File: config.mk
export PLATFORM = sky130hd
export DESIGN_NAME = seg_lcd_anim_timer
export DESIGN_NICKNAME = d
export VERILOG_FILES = /design/src/rtl/sla_pkg.sv /design/src/rtl/sla_mode_decode.sv /design/src/rtl/sla_interval_ctr.sv /design/src/rtl/sla_disp_out.sv /design/src/rtl/seg_lcd_anim_timer.sv
export SDC_FILE = /design/constraint.sdc
export NUM_CORES = 1
export LEC_CHECK = 0
export ABC_AREA = 1
export BUFFER_PORTS_ARGS = -buffer_cell sky130_fd_sc_hd__buf_2
export CORE_ASPECT_RATIO = 1.25
export CORE_MARGIN = 1
export CORE_UTILIZATION = 55
export CTS_CLUSTER_SIZE = 28
export DETAILED_ROUTE_END_ITERATION = 6
export PLACE_DENSITY = 0.76
export SYNTH_ARGS = -nofsm -noshare
export SYNTH_HDL_FRONTEND = slang
export SYNTH_HIERARCHICAL = 1
export SYNTH_SLANG_ARGS = --single-unit
File: constraint.sdc
create_clock -name clk -period 4.3 [get_ports clk]
set_input_delay 0.215 -clock clk [delete_from_list [all_inputs] [get_ports clk]]
set_output_delay 0.215 -clock clk [all_outputs]
set_load 0.005 [all_outputs]
File: src/rtl/sla_pkg.sv
`timescale 1ns/1ps
package sla_pkg;

  // Behaviour chosen by the configuration fields
  typedef enum logic [1:0] {
    DISP_STEADY    = 2'd0,
    DISP_SWBLINK   = 2'd1,
    DISP_AUTOBLINK = 2'd2,
    DISP_SCROLL    = 2'd3
  } disp_kind_e;

  // Half period of an automatic blink, in timebase pulses
  function automatic int blink_half(input logic [1:0] mode, input logic [1:0] freq,
                                    input int tps);
    if (mode == 2'b10) return tps / 2;
    return (int'(freq) + 2) * tps / 2;
  endfunction

  // Dwell time of one screen while scrolling, in timebase pulses
  function automatic int scroll_dwell(input logic [1:0] freq, input int tps);
    return (int'(freq) + 2) * tps;
  endfunction

endpackage

File: src/rtl/sla_mode_decode.sv
`timescale 1ns/1ps
module sla_mode_decode
  import sla_pkg::*;
#(
  parameter int TICKS_PER_SEC = 8,
  parameter int CW            = 6
) (
  input  logic          blink_en,
  input  logic          scroll_en,
  input  logic [1:0]    mode,
  input  logic [1:0]    freq,
  output disp_kind_e    kind,
  output logic [CW-1:0] limit
);

  always_comb begin
    kind  = DISP_STEADY;
    limit = CW'(1);
    if (blink_en) begin
      if (!mode[1]) begin
        kind = DISP_SWBLINK;
      end else if (mode[0] && scroll_en) begin
        kind  = DISP_SCROLL;
        limit = CW'(scroll_dwell(freq, TICKS_PER_SEC));
      end else begin
        kind  = DISP_AUTOBLINK;
        limit = CW'(blink_half(mode, freq, TICKS_PER_SEC));
      end
    end
  end

endmodule

File: src/rtl/sla_interval_ctr.sv
`timescale 1ns/1ps
module sla_interval_ctr
  import sla_pkg::*;
#(
  parameter int CW = 6
) (
  input  logic          clk,
  input  logic          rst,
  input  logic          tick,
  input  disp_kind_e    kind,
  input  logic [CW-1:0] limit,
  output logic          restart,
  output logic          evt
);

  disp_kind_e    kind_q;
  logic [CW-1:0] lim_q;
  logic [CW-1:0] cnt;
  logic          timed;
  logic          at_end;

  assign timed   = (kind == DISP_AUTOBLINK) || (kind == DISP_SCROLL);
  // a new selection is detected against the one seen last cycle
  assign restart = (kind != kind_q) || (limit != lim_q);
  assign at_end  = (cnt == limit - CW'(1));
  assign evt     = tick && timed && !restart && at_end;

  always_ff @(posedge clk) begin
    if (rst) begin
      kind_q <= DISP_STEADY;
      lim_q  <= CW'(1);
      cnt    <= '0;
    end else begin
      kind_q <= kind;
      lim_q  <= limit;
      if (restart || !timed) begin
        cnt <= '0;
      end else if (tick) begin
        cnt <= at_end ? '0 : cnt + CW'(1);
      end
    end
  end

endmodule

File: src/rtl/sla_disp_out.sv
`timescale 1ns/1ps
module sla_disp_out
  import sla_pkg::*;
#(
  parameter int SCREENS = 4,
  parameter int SW      = 2
) (
  input  logic          clk,
  input  logic          rst,
  input  disp_kind_e    kind,
  input  logic          restart,
  input  logic          evt,
  input  logic          sw_bit,
  input  logic [SW-1:0] sw_screen,
  output logic          disp_on,
  output logic [SW-1:0] screen_idx
);

  logic          phase, phase_n;
  logic [SW-1:0] scr, scr_n, scr_inc;
  logic          disp_n;
  logic [SW-1:0] screen_n;

  generate
    if ((1 << SW) == SCREENS) begin : g_pow2
      assign scr_inc = scr + SW'(1);
    end else begin : g_cmp
      assign scr_inc = (scr == SW'(SCREENS - 1)) ? '0 : scr + SW'(1);
    end
  endgenerate

  always_comb begin
    phase_n = phase;
    if (kind != DISP_AUTOBLINK || restart) phase_n = 1'b1;
    else if (evt)                          phase_n = ~phase;

    scr_n = scr;
    if (kind != DISP_SCROLL) scr_n = '0;
    else if (evt)            scr_n = scr_inc;

    case (kind)
      DISP_SWBLINK:   disp_n = sw_bit;
      DISP_AUTOBLINK: disp_n = phase_n;
      default:        disp_n = 1'b1;
    endcase

    screen_n = (kind == DISP_SCROLL) ? scr_n : sw_screen;
  end

  always_ff @(posedge clk) begin
    if (rst) begin
      phase      <= 1'b1;
      scr        <= '0;
      disp_on    <= 1'b1;
      screen_idx <= '0;
    end else begin
      phase      <= phase_n;
      scr        <= scr_n;
      disp_on    <= disp_n;
      screen_idx <= screen_n;
    end
  end

endmodule

File: src/rtl/seg_lcd_anim_timer.sv
`timescale 1ns/1ps
module seg_lcd_anim_timer
  import sla_pkg::*;
#(
  parameter  int TICKS_PER_SEC = 8,
  parameter  int SCREENS       = 4,
  localparam int SW            = $clog2(SCREENS),
  localparam int MAX_LIMIT     = 5 * TICKS_PER_SEC,
  localparam int CW            = $clog2(MAX_LIMIT + 1)
) (
  input  logic          clk,
  input  logic          rst,
  input  logic          tick,
  input  logic          blink_en,
  input  logic [1:0]    mode,
  input  logic [1:0]    freq,
  input  logic          scroll_en,
  input  logic [SW-1:0] sw_screen,
  output logic          disp_on,
  output logic [SW-1:0] screen_idx
);

  disp_kind_e    kind;
  logic [CW-1:0] limit;
  logic          restart;
  logic          evt;

  sla_mode_decode #(
    .TICKS_PER_SEC(TICKS_PER_SEC),
    .CW           (CW)
  ) decode_i (
    .blink_en (blink_en),
    .scroll_en(scroll_en),
    .mode     (mode),
    .freq     (freq),
    .kind     (kind),
    .limit    (limit)
  );

  sla_interval_ctr #(
    .CW(CW)
  ) ctr_i (
    .clk    (clk),
    .rst    (rst),
    .tick   (tick),
    .kind   (kind),
    .limit  (limit),
    .restart(restart),
    .evt    (evt)
  );

  sla_disp_out #(
    .SCREENS(SCREENS),
    .SW     (SW)
  ) out_i (
    .clk       (clk),
    .rst       (rst),
    .kind      (kind),
    .restart   (restart),
    .evt       (evt),
    .sw_bit    (mode[0]),
    .sw_screen (sw_screen),
    .disp_on   (disp_on),
    .screen_idx(screen_idx)
  );

endmodule

After elaboration in Yosys (flattened, before gate mapping)
Cells that the tools add are included.

word-level totals
  register bits after elaboration = 20

cells by class
  bitwise operators = 1
  add/sub/neg operators = 4
  reductions and logical operators = 11
  multiplexer cells = 19
  equal/unequal tests = 9

operator list
  cell                   number
  $mux W6                5
  $mux W2                5
  $mux W1                7
  $add A6 B1 Y6 const B  1
  $eq A2 B2 Y1 const B   3
  $eq A6 B6 Y1           1
  $ne A6 B6 Y1           1
  $sub A6 B1 Y6 const B  1
  $logic_and A1 B1 Y1    4
  $logic_or A1 B1 Y1     4
  $ne A2 B2 Y1 const B   2
  $add A2 B2 Y3 const B  1
  $mux W3                1
  $add A2 B1 Y2 const B  1
  $eq A2 B1 Y1 const B   1
  $logic_not A1 Y1       2
  $ne A2 B2 Y1           1
  $pmux W1 S2            1
  $reduce_or A2 Y1       1
  $not A1 Y1             1

Logic depth before layout (Yosys ltp)
Gate-level depths: netlist of the first run.

  depth after elaboration = 17
  depth in mapped cells = 17

Modules after synthesis
Netlist of the first run, hierarchy kept.

modules (own cells, without submodules)
  module            area an instance (um^2)  cells each  instances
  sla_interval_ctr  790.8                    112         1
  sla_disp_out      314.1                    43          1
  sla_mode_decode   91.3                     20          1

Worst setup path before layout of the first run
OpenSTA, ideal clock, no wires.

  path kind = input to register
  start = in blink_en
  end = reg out_i.disp_on
  cell stages on the path = 14
  buffers on the path = 0
  setup time = 112 ps
  slack = 2433 ps
  required time = 4188 ps
  data arrival time = 1755 ps
  cells stage by stage = nand2_2 inv_1 nand2_1 nor2_1 xnor2_1 nand2_1 nor2_1 nand3_2 nor2_1 inv_2 nand2_2 nand3_1 nand2_1 nand2_1

on the way
  word-level cells in the longest chain between the ends = 9

RTL lines
  item                                                     line                                            text
  from (decl)                                              seg_lcd_anim_timer.sv:14                        input logic blink_en,
  $mux W2 *                                                sla_mode_decode.sv:19                           if (blink_en) begin
  named net kind[1]                                        seg_lcd_anim_timer.sv:23                        disp_kind_e kind;
  $eq A2 B2 Y1 or $ne A2 B2 Y1 (tied branches)             sla_interval_ctr.sv:22, sla_interval_ctr.sv:24
  $logic_or A1 B1 Y1 (on tied branches)                    sla_interval_ctr.sv:22, sla_interval_ctr.sv:24
  $logic_and A1 B1 Y1 or $logic_not A1 Y1 (tied branches)  sla_interval_ctr.sv:26                          assign evt = tick && timed && !restart && at_end;
  $logic_and A1 B1 Y1 * (2 in a row)                       sla_interval_ctr.sv:26
  named net evt                                            seg_lcd_anim_timer.sv:26                        logic evt;
  $mux W1 *                                                sla_disp_out.sv:35                              else if (evt) phase_n = ~phase;
  $mux W1 *                                                sla_disp_out.sv:34                              if (kind != DISP_AUTOBLINK || restart) phase_n = 1'b1;
  $pmux W1 S2 *                                            sla_disp_out.sv:41                              case (kind)
  to (signal assigned)                                     sla_disp_out.sv:59                              disp_on <= disp_n;
  to (decl)                                                sla_disp_out.sv:15                              output logic disp_on,

Mark *: on every way through the listed nets, which the timed path passes. The rest lies on a longest branch.
A chain may end at the register's enable or synchronous reset.

Worst setup path after layout of the first run
  start = in blink_en
  end = reg out_i.disp_on

on the way
  word-level cells in the longest chain between the ends = 9

RTL lines
  item                                                                   line                      text
  $mux W6 *                                                              sla_mode_decode.sv:19
  named net limit[0]                                                     seg_lcd_anim_timer.sv:24  logic [CW-1:0] limit;
  parallel branches: the longest is 4 deep, another holds $sub A6 B1 Y6  n/a
  $logic_and A1 B1 Y1 *                                                  sla_interval_ctr.sv:26
  named net evt                                                          seg_lcd_anim_timer.sv:26
  $mux W1 *                                                              sla_disp_out.sv:35
  $mux W1 *                                                              sla_disp_out.sv:34
  $pmux W1 S2 *                                                          sla_disp_out.sv:41

Mark *: on every way through the listed nets, which the timed path passes.

==> impl_metrics.json, run 1 <==
{
  "status": "finished with violations",
  "violations": "design-rule violations",
  "grt.total_usage_pct": 22.0,
  "finalHoldViolations": 0,
  "coreArea_mm2": 0.00200,
  "critPathKind": "in -> reg",
  "cts_resized": 0,
  "tightest_slew_ns": 0.663,
  "via_count": 1039,
  "start_util_pct": 59.7,
  "area_growth_pct": 10.9,
  "die_w_um": 43.7,
  "drcViolationCount": 1,
  "synth_warnings": 6,
  "cts_hold_buf": 0,
  "synth_ff_type": "dfxtp_1",
  "clock_sinks": 20,
  "clockRootBuffer": "clkbuf_4",
  "wl_per_cell_um": 10.3,
  "path_cells": "buf_2 > nand2_2 > inv_1 > nand2_1 > nor2_1 > xnor2_1 > nand2_1 > nor2_1 > nand3_2 > nor2_1 > inv_2 > nand2_2 > nand3_1 > nand2_1 > nand2_1",
  "grt_overflow": 0,
  "path_max_fanout": 9,
  "crit_buf_inv": 3,
  "dieArea_mm2": 0.00237,
  "antenna_found_initial": 0,
  "io_pins": 14,
  "cp.required_ns": 4.51,
  "fmax_ghz": 0.521,
  "setup.worst_path.end_class": "register",
  "fin_nets": 207,
  "io_buffers": 13,
  "async_flop_share_pct": 0,
  "p_leak_uw": 0.000644,
  "ys_top_cells_by_area": "dfxtp_1 33%, nand2_1 13%, inv_1 8.5%",
  "grt_pass1_vias": 975,
  "slowest_stage": "nor2_1",
  "netlist_instances": 175,
  "fin_skew_ns": 0.00196,
  "dp_cells": 206,
  "grt_max_degree": 13,
  "drt_first_pass_iters": 6,
  "detail_route.iter0.violations": 16,
  "critical_path.most_common_cell": "nand2_1",
  "fillers": 183,
  "cts_setup_buffers": 0,
  "drive_gt1_share_pct": 17.9,
  "relSlewSlack_pct": 55.4,
  "syn_nets": 191,
  "grt_pass1_wl_um": 3800,
  "p_per_area_mw_per_mm2": 298,
  "ant_nets": 0,
  "syn_area_mm2": 0.00120,
  "synthDistinctLibCells": 25,
  "avgSynthCellArea_um2": 6.84,
  "peakVddDrop_uv": 211,
  "path_clk_slew_ns": 0.11,
  "ys_seq_elements": 20,
  "start_kind": "input port",
  "arrival_ns": 2.13,
  "clockBufferDepth": 2,
  "ys_seq_area_share_pct": 33.5,
  "maxCapViolCount": 0,
  "power_uw": 396,
  "slew_viol_final": 0,
  "hold_class": "in -> reg",
  "die_y_um": 54.1,
  "synth_edf_count": 0,
  "rsz0062_at_grt": "false",
  "fin_crit_ns": 1.92,
  "synth_area_leader_cell": "dfxtp_1",
  "gp_congestion": 0.843,
  "insertion_delay_ns": 0.30,
  "viasPerCell": 4.95,
  "cp_top_family": "simple AND/OR/NAND/NOR gates",
  "cts_tree": "yes",
  "num_antenna_cells": 0,
  "routed_wl_um": 2170,
  "yosysTopAreaCellShare_pct": 33.5,
  "max_stage_delay_ns": 0.34,
  "dpl.hpwl_um": 1680,
  "instances_no_fill": 210,
  "std_cell_rows": 18,
  "cts_buffers": 3,
  "setup_tns_ns": 0,
  "htreeDepth": 1,
  "setup_viol": 0,
  "fin_crit_sh_pct": 44.6
}
[worst register-to-register path, cell delays in order (launching register included)]
cell and delay, ns:
dfxtp_1 0.35, inv_1 0.12, nand2_1 0.08, nand2_1 0.07, nand2_1 0.06, a21oi_1 0.19, nand3_1 0.13, nor2_1 0.23
inv_2 0.07, nand2_2 0.07, nand3_1 0.07, nand2_1 0.06, nand2_1 0.04
[report_power, final]
part           switching (µW)  internal (µW)  total, µW
sequential               1.54            190        191
combinational            31.7           20.9       52.6
clock                    57.8           94.2        152
[cells in the mapped netlist, types with 2 or more instances]
cell type,count
or2_2,2
nand3_2,2
dfxtp_1,20
a21oi_1,3
xnor2_1,11
nor2_2,2
nand2_2,4
ha_1,5
nand3_1,13
nor3_1,2
inv_2,4
nor2_1,23
inv_1,27
xor2_1,4
nand2_1,43
[cell usage in the layout (no fill, tap or decap), types with 3 or more instances in the layout]
master	instances
a21oi_1	3
nand2_1	43
nor2_1	23
nand3_1	13
xor2_1	4
ha_1	5
inv_1	27
nand2_2	4
dfxtp_1	20
inv_2	4
xnor2_1	11
clkbuf_4	3
buf_2	13
[kinds of logic (layout without fill, tap and decap cells)]
group                      count (synthesis)  in the layout  synth area share (%)
buffers and inverters                     33             48                  10.8
and+or+nand+nor                           94             94                  35.1
AOI/OAI and AO/OA                          6              6                  3.24
muxes                                      1              1                 0.837
xor gates and xnor gates                  15             15                  11.0
adders and majority gates                  5              5                  5.23
DFF                                       20             20                  33.5
other                                      1              1                 0.314
[metrics by stage]
stage	area [µm²]	util, %	worst slack (ns)	hold WS (ns)
global placement	1270	63.5	2.16	0.461
CTS	1330	66.2	2.40	0.141
detailed placement	1270	63.5	2.09	0.466
floorplan	1200	-	2.43	0.354
global route	1330	66.2	2.21	0.136
finish	1330	66.2	2.38	0.155
[flip-flops by register name, indices dropped and copies added (netlist names)]
| signal | cells |
|---|---|
| ctr_i/cnt | 6 |
| ctr_i/lim_q | 6 |
| ctr_i/kind_q | 2 |
| out_i/scr | 2 |
| out_i/screen_idx | 2 |
| out_i/disp_on | 1 |
| out_i/phase | 1 |
[routing by layer]
layer  track usage [%]  vias to the layer above  part of all wire [%]
li1                  -                      554                     -
met1              22.1                      468                    42
met2              44.3                       15                    54
met3              3.02                        2                   2.5
met4              9.38                        0                  0.92
met5                 0                        -                     0
[final timing paths]
kind	endpoint	start	cells past startpoint	slack (ns)
setup / recovery	out_i/disp_on	blink_en	15	2.38
hold / removal	out_i/screen_idx[0]	sw_screen[0]	3	0.15
setup reg to reg	out_i/disp_on	ctr_i/cnt[3]	12	2.67
hold reg to reg	out_i/phase	out_i/phase	2	0.52
[layout make-up]
type	count	area, µm²	area share, %
sequential	20	400	30.2
inverter	31	116	8.77
clock inverter	1	30.0	2.26
multi-input combinational	122	667	50.3
clock buffer	3	22.5	1.70
timing repair buffer	13	65.1	4.91
tap	20	25.0	1.89
Note: power is estimated with default switching activity, not from simulation.
==> run 2, diff against run 1 <==
--- a/config.mk
+++ b/config.mk
@@ -9,10 +9,10 @@
 export BUFFER_PORTS_ARGS = -buffer_cell sky130_fd_sc_hd__buf_2
 export CORE_ASPECT_RATIO = 1.25
 export CORE_MARGIN = 1
-export CORE_UTILIZATION = 55
+export CORE_UTILIZATION = 51
 export CTS_CLUSTER_SIZE = 28
 export DETAILED_ROUTE_END_ITERATION = 6
-export PLACE_DENSITY = 0.76
+export PLACE_DENSITY = 0.74
 export SYNTH_ARGS = -nofsm -noshare
 export SYNTH_HDL_FRONTEND = slang
 export SYNTH_HIERARCHICAL = 1
==> constraint.sdc (replaced) <==
create_clock -name clk -period 1.69 [get_ports clk]
set_input_delay 0.0845 -clock clk [delete_from_list [all_inputs] [get_ports clk]]
set_output_delay 0.0845 -clock clk [all_outputs]
set_load 0.005 [all_outputs]
==> run 2 against run 1 <==
  * The run now ends clean
  * Worst hold slack worse by 0.13 ns
  * Sequential power rose to 2.5 times the previous value
  * Final cell count increased by 9.0%
  * Clock power is 49% higher
  * Total power grew 120%
  * Die area up 7.5%
  * First-iteration DRC count rose by 19%
  * Clock skew hardly changed
  * Global-route usage rose by 1.6 points
  * Critical path depth down 3
  * Critical path type is now reg -> reg
==> impl_metrics.json, run 2 (same netlist as run 1, synthesis figures left out) <==
{
  "die_y_um": 56.1,
  "final.setup.worst_slack_ns": 0.187,
  "path_cells": "inv_1 > nand2_1 > nand2_1 > nand2_1 > a21oi_1 > nand3_2 > nor2_4 > inv_2 > nand2_2 > nand3_1 > nand2_1 > nand2_1",
  "cts_buffers": 3,
  "htreeDepth": 1,
  "path_max_fanout": 4,
  "fin_nets": 216,
  "wl_per_cell_um": 10.3,
  "reg2reg_from": "ctr_i/cnt[3]",
  "path_clk_slew_ns": 0.11,
  "num_antenna_cells": 0,
  "power_uw": 870,
  "die_w_um": 45.3,
  "p_sw_share_pct": 27.2,
  "maxCapViolCount": 0,
  "critPathKind": "reg -> reg",
  "viasPerCell": 4.76,
  "final_common_cell": "nand2_1",
  "fmax_ghz": 0.665,
  "fin_skew_ns": 0.00245,
  "hold_class": "in -> reg",
  "min_path_cells": 3,
  "internal-power_uw": 634,
  "cp.required_ns": 1.90,
  "coreArea_mm2": 0.00221,
  "clockBufferDepth": 2,
  "finalHoldViolations": 0,
  "fillers": 217,
  "arrival_ns": 1.71,
  "grt_overflow": 0,
  "clock_sinks": 20,
  "status": "completed",
  "cts_tree": "yes",
  "fin_crit_ns": 1.50,
  "detail_route.iter0.violations": 19,
  "final_util_pct": 63.6,
  "dpl_worst_slack_ns": -0.180,
  "rsz0062_at_grt": "false",
  "io_pins": 14,
  "drcViolationCount": 0,
  "max_stage_delay_ns": 0.35,
  "dp_cells": 226,
  "peakVddDrop_uv": 431,
  "r2r_slack_ns": 0.19,
  "routed_wl_um": 2360,
  "drive_gt1_share_pct": 24.2,
  "dieArea_mm2": 0.00254,
  "clockRootBuffer": "clkbuf_4",
  "grt_pass1_wl_um": 4470,
  "dpl.hpwl_um": 1870,
  "hp-start": "sw_screen[1]",
  "slew_viol_final": 0,
  "p_sw_uw": 237,
  "clockPowerShare_pct": 26.0,
  "ant_nets": 0,
  "p_per_area_mw_per_mm2": 619,
  "insertion_delay_ns": 0.30,
  "finalInstanceArea_mm2": 0.00141,
  "holdPathEnd": "out_i/screen_idx[1]",
  "critical_path.most_common_cell": "nand2_1",
  "setup.worst_path.end_class": "register",
  "instances_no_fill": 229,
  "gp_congestion": 0.966,
  "reg2reg_to": "out_i/disp_on",
  "p_comb_share_pct": 18.2,
  "pwr-share-seq_pct": 55.9,
  "io_buffers": 13,
  "fin_crit_sh_pct": 88.9,
  "std_cell_rows": 19,
  "start_kind": "register",
  "p_leak_uw": 0.000674,
  "slowest_stage": "dfxtp_1",
  "r2r_cells": 12,
  "antenna_found_initial": 0,
  "layout_common_cells": "43 x nand2_1, 27 x inv_1, 20 x nor2_1",
  "drt_first_pass_iters": 4,
  "via_count": 1089,
  "place_area_mm2": 0.00136,
  "grt.total_usage_pct": 23.6,
  "grt_pass1_vias": 1093,
  "grt_max_degree": 13,
  "start_util_pct": 54.1,
  "reg.largest.list": "ctr_i/cnt (6), ctr_i/lim_q (6)",
  "area_growth_pct": 17.5,
  "setup_viol": 0
}
-- run 2: how the worst max path moves through the flow --
stage,from,to,slack [ns]
detailed placement,mode[0],out_i/disp_on,-0.18
CTS,mode[0],out_i/disp_on,0.15
floorplan,blink_en,out_i/disp_on,0.03
global placement,mode[0],out_i/disp_on,-0.13
finish,ctr_i/cnt[3],out_i/disp_on,0.19
global route,ctr_i/cnt[3],out_i/disp_on,0.01
-- run 2: stage by stage --
| stage | setup TNS [ns] | hold WS [ns] |
|---|---|---|
| final | 0 | 0.0279 |
| after global routing | 0 | 0.00804 |
| after CTS | 0 | 0.0277 |
| after detailed placement | -0.803 | 0.339 |
| after global placement | -0.587 | 0.330 |
| after floorplan | 0 | 0.223 |
-- run 2: layout make-up --
| cell class | instances | area, µm² | share of cell area, % |
|---|---|---|---|
| multi-input combinational | 122 | 693 | 49.3 |
| sequential | 20 | 402 | 28.6 |
| timing repair buffer | 22 | 133 | 9.44 |
| inverter | 31 | 116 | 8.28 |
| tap | 31 | 38.8 | 2.76 |
| clock buffer | 3 | 22.5 | 1.60 |
-- run 2: repair_timing --
action / CTS / global route
hold buffers: 0 / 0
buffers inserted: 0 / 0
resized for setup: 0 / 6
endpoints found under the setup margin: 0 / 6
-- run 2: power groups by stage --
stage | registers (µW) | logic, µW | clock network, µW
after detailed placement | 497 | 152 | 0
final | 486 | 158 | 226
after floorplan | 497 | 96.3 | 0
after CTS | 487 | 152 | 232
after global placement | 497 | 147 | 0
after global routing | 488 | 180 | 258
-- run 2: worst max-delay path: cells and delay by family, from the launching register on --
| kind | cells | cell delay (ns) |
|---|---|---|
| buf+inv | 2 | 0.17 |
| simple gates | 9 | 0.74 |
| compound gates | 1 | 0.17 |
| flops | 1 | 0.35 |
-- run 2: per-layer routing --
metal	track usage [%]	share of wire, %	vias to the layer above
met4	10.4	1.9	0
met1	27.3	40	497
li1	-	-	574
met3	3.90	1.6	6
met2	40.8	56	12
met5	0	0	-
==> run 3, diff against run 2 <==
--- a/config.mk
+++ b/config.mk
@@ -9,10 +9,9 @@
 export BUFFER_PORTS_ARGS = -buffer_cell sky130_fd_sc_hd__buf_2
 export CORE_ASPECT_RATIO = 1.25
 export CORE_MARGIN = 1
-export CORE_UTILIZATION = 51
+export CORE_UTILIZATION = 35
 export CTS_CLUSTER_SIZE = 28
 export DETAILED_ROUTE_END_ITERATION = 6
-export PLACE_DENSITY = 0.74
 export SYNTH_ARGS = -nofsm -noshare
 export SYNTH_HDL_FRONTEND = slang
 export SYNTH_HIERARCHICAL = 1
==> run 3 against run 2 <==
  * First-iteration DRC count increased by 21%
  * Utilization decreased by 17 points
  * Wire length decreased by 5.8%
==> impl_metrics.json, run 3 (same netlist as run 1, synthesis figures left out) <==
{
  "status": "completed",
  "hold_class": "in -> reg",
  "dpl.hpwl_um": 1780,
  "wl_per_cell_um": 9.25,
  "std_cell_rows": 23,
  "p_leak_uw": 0.000708,
  "instances_no_fill": 240,
  "min_path_cells": 3,
  "p_per_area_mw_per_mm2": 680,
  "ant_nets": 0,
  "cp.required_ns": 1.84,
  "arrival_ns": 1.66,
  "die_w_um": 54.3,
  "grt_overflow": 0,
  "fmax_ghz": 0.666,
  "fin_nets": 220,
  "viasPerCell": 4.29,
  "antenna_found_initial": 0,
  "power_uw": 1010,
  "via_count": 1030,
  "num_antenna_cells": 0,
  "r2r_cells": 12,
  "coreArea_mm2": 0.00322,
  "gp_congestion": 0.849,
  "dp_cells": 236,
  "critPathKind": "in -> reg",
  "clockBufferDepth": 2,
  "setup.worst_path.end_class": "register",
  "drive_gt1_share_pct": 26.1,
  "grt.total_usage_pct": 13.5,
  "clock_sinks": 20,
  "routed_wl_um": 2220,
  "start_kind": "input port",
  "clockRootBuffer": "clkbuf_8",
  "cts_tree": "yes",
  "start_util_pct": 37.1,
  "reg.largest.list": "ctr_i/cnt (6), ctr_i/lim_q (6)",
  "final_common_cell": "nand2_1",
  "dieArea_mm2": 0.00366,
  "area_growth_pct": 24.2,
  "setup_viol": 0,
  "fin_crit_sh_pct": 88.9,
  "grt_max_degree": 13,
  "peakVddDrop_uv": 416,
  "path_clk_slew_ns": 0.07,
  "cts_hold_buf": 0,
  "layout_common_cells": "43 x nand2_1, 27 x inv_1, 20 x nor2_1, 20 x dfxtp_1",
  "fin_crit_ns": 1.50,
  "drt_first_pass_iters": 4,
  "fin_skew_ns": 0.00234,
  "path_max_fanout": 7,
  "slew_viol_final": 0,
  "drcViolationCount": 0,
  "maxCapViolCount": 0,
  "grt_pass1_wl_um": 3670,
  "finalHoldViolations": 0,
  "cts_resized": 0,
  "io_buffers": 13,
  "grt_pass1_vias": 901,
  "fillers": 353,
  "rsz0062_at_grt": "false",
  "cts_setup_buffers": 0,
  "io_pins": 14,
  "detail_route.iter0.violations": 23,
  "htreeDepth": 1,
  "die_y_um": 67.4,
  "insertion_delay_ns": 0.25,
  "cts_buffers": 3
}
[run 3: cell count changes in the layout (fill, tap and decap cells not counted)]
cell / previous run / this run
a21oi_1: 2 / 1
a21oi_4: 0 / 1
buf_4: 9 / 13
clkbuf_4: 3 / 0
clkbuf_8: 0 / 4
dfxtp_1: 19 / 20
dfxtp_2: 1 / 0
[run 3: power by group]
group	total (µW)	leakage (µW)	switching, µW	internal [µW]
Clock	359	0.0000288	152	207
Combinational	166	0.000517	90.6	74.9
Sequential	486	0.000163	3.74	482
Total	1010	0.000708	246	764
[run 3: per-layer routing]
layer	vias to the layer above	GRT usage (%)	wire, µm	part of all wire, %
li1	576	-	-	-
met1	441	16.6	1090	49
met2	11	23.2	1060	48
met3	2	2.70	53	2.4
met4	0	3.85	13	0.59
met5	-	0	0	0
[run 3: worst max-delay path, stage by stage]
cell	delay [ns]
buf_2	0.11
nand2_2	0.10
buf_4	0.16
inv_2	0.04
ha_1	0.29
or2_2	0.10
nand3_1	0.09
nor2_1	0.14
nand3_2	0.12
nor2_4	0.13
inv_2	0.05
nand2_2	0.05
nand3_1	0.07
nand2_1	0.06
nand2_1	0.04
[run 3: final cells by class]
class,instances,area [µm²],share of cell area (%)
clock buffer,4,55.1,3.71
sequential,20,400,27.0
tap,37,46.3,3.12
timing repair buffer,26,163,11.0
multi-input combinational,122,704,47.4
inverter,31,116,7.83
[run 3: worst paths after layout]
path	from	to	slack [ns]
max reg2reg	ctr_i/cnt[3]	out_i/disp_on	0.22
min	sw_screen[1]	out_i/screen_idx[1]	0.06
max	blink_en	out_i/disp_on	0.19
min reg2reg	out_i/phase	out_i/phase	0.51
[run 3: per-stage QoR]
stage	cell area (µm²)	hold WS (ns)	utilization [%]	setup slack [ns]	setup TNS (ns)
finish	1490	0.0557	46.1	0.187	0
CTS	1450	0.0511	45.1	0.0612	0
global route	1490	0.0454	46.1	0.00550	0
floorplan	1200	0.223	-	0.0251	0
global placement	1400	0.322	43.4	-0.163	-0.877
detailed placement	1400	0.319	43.4	-0.207	-1.08
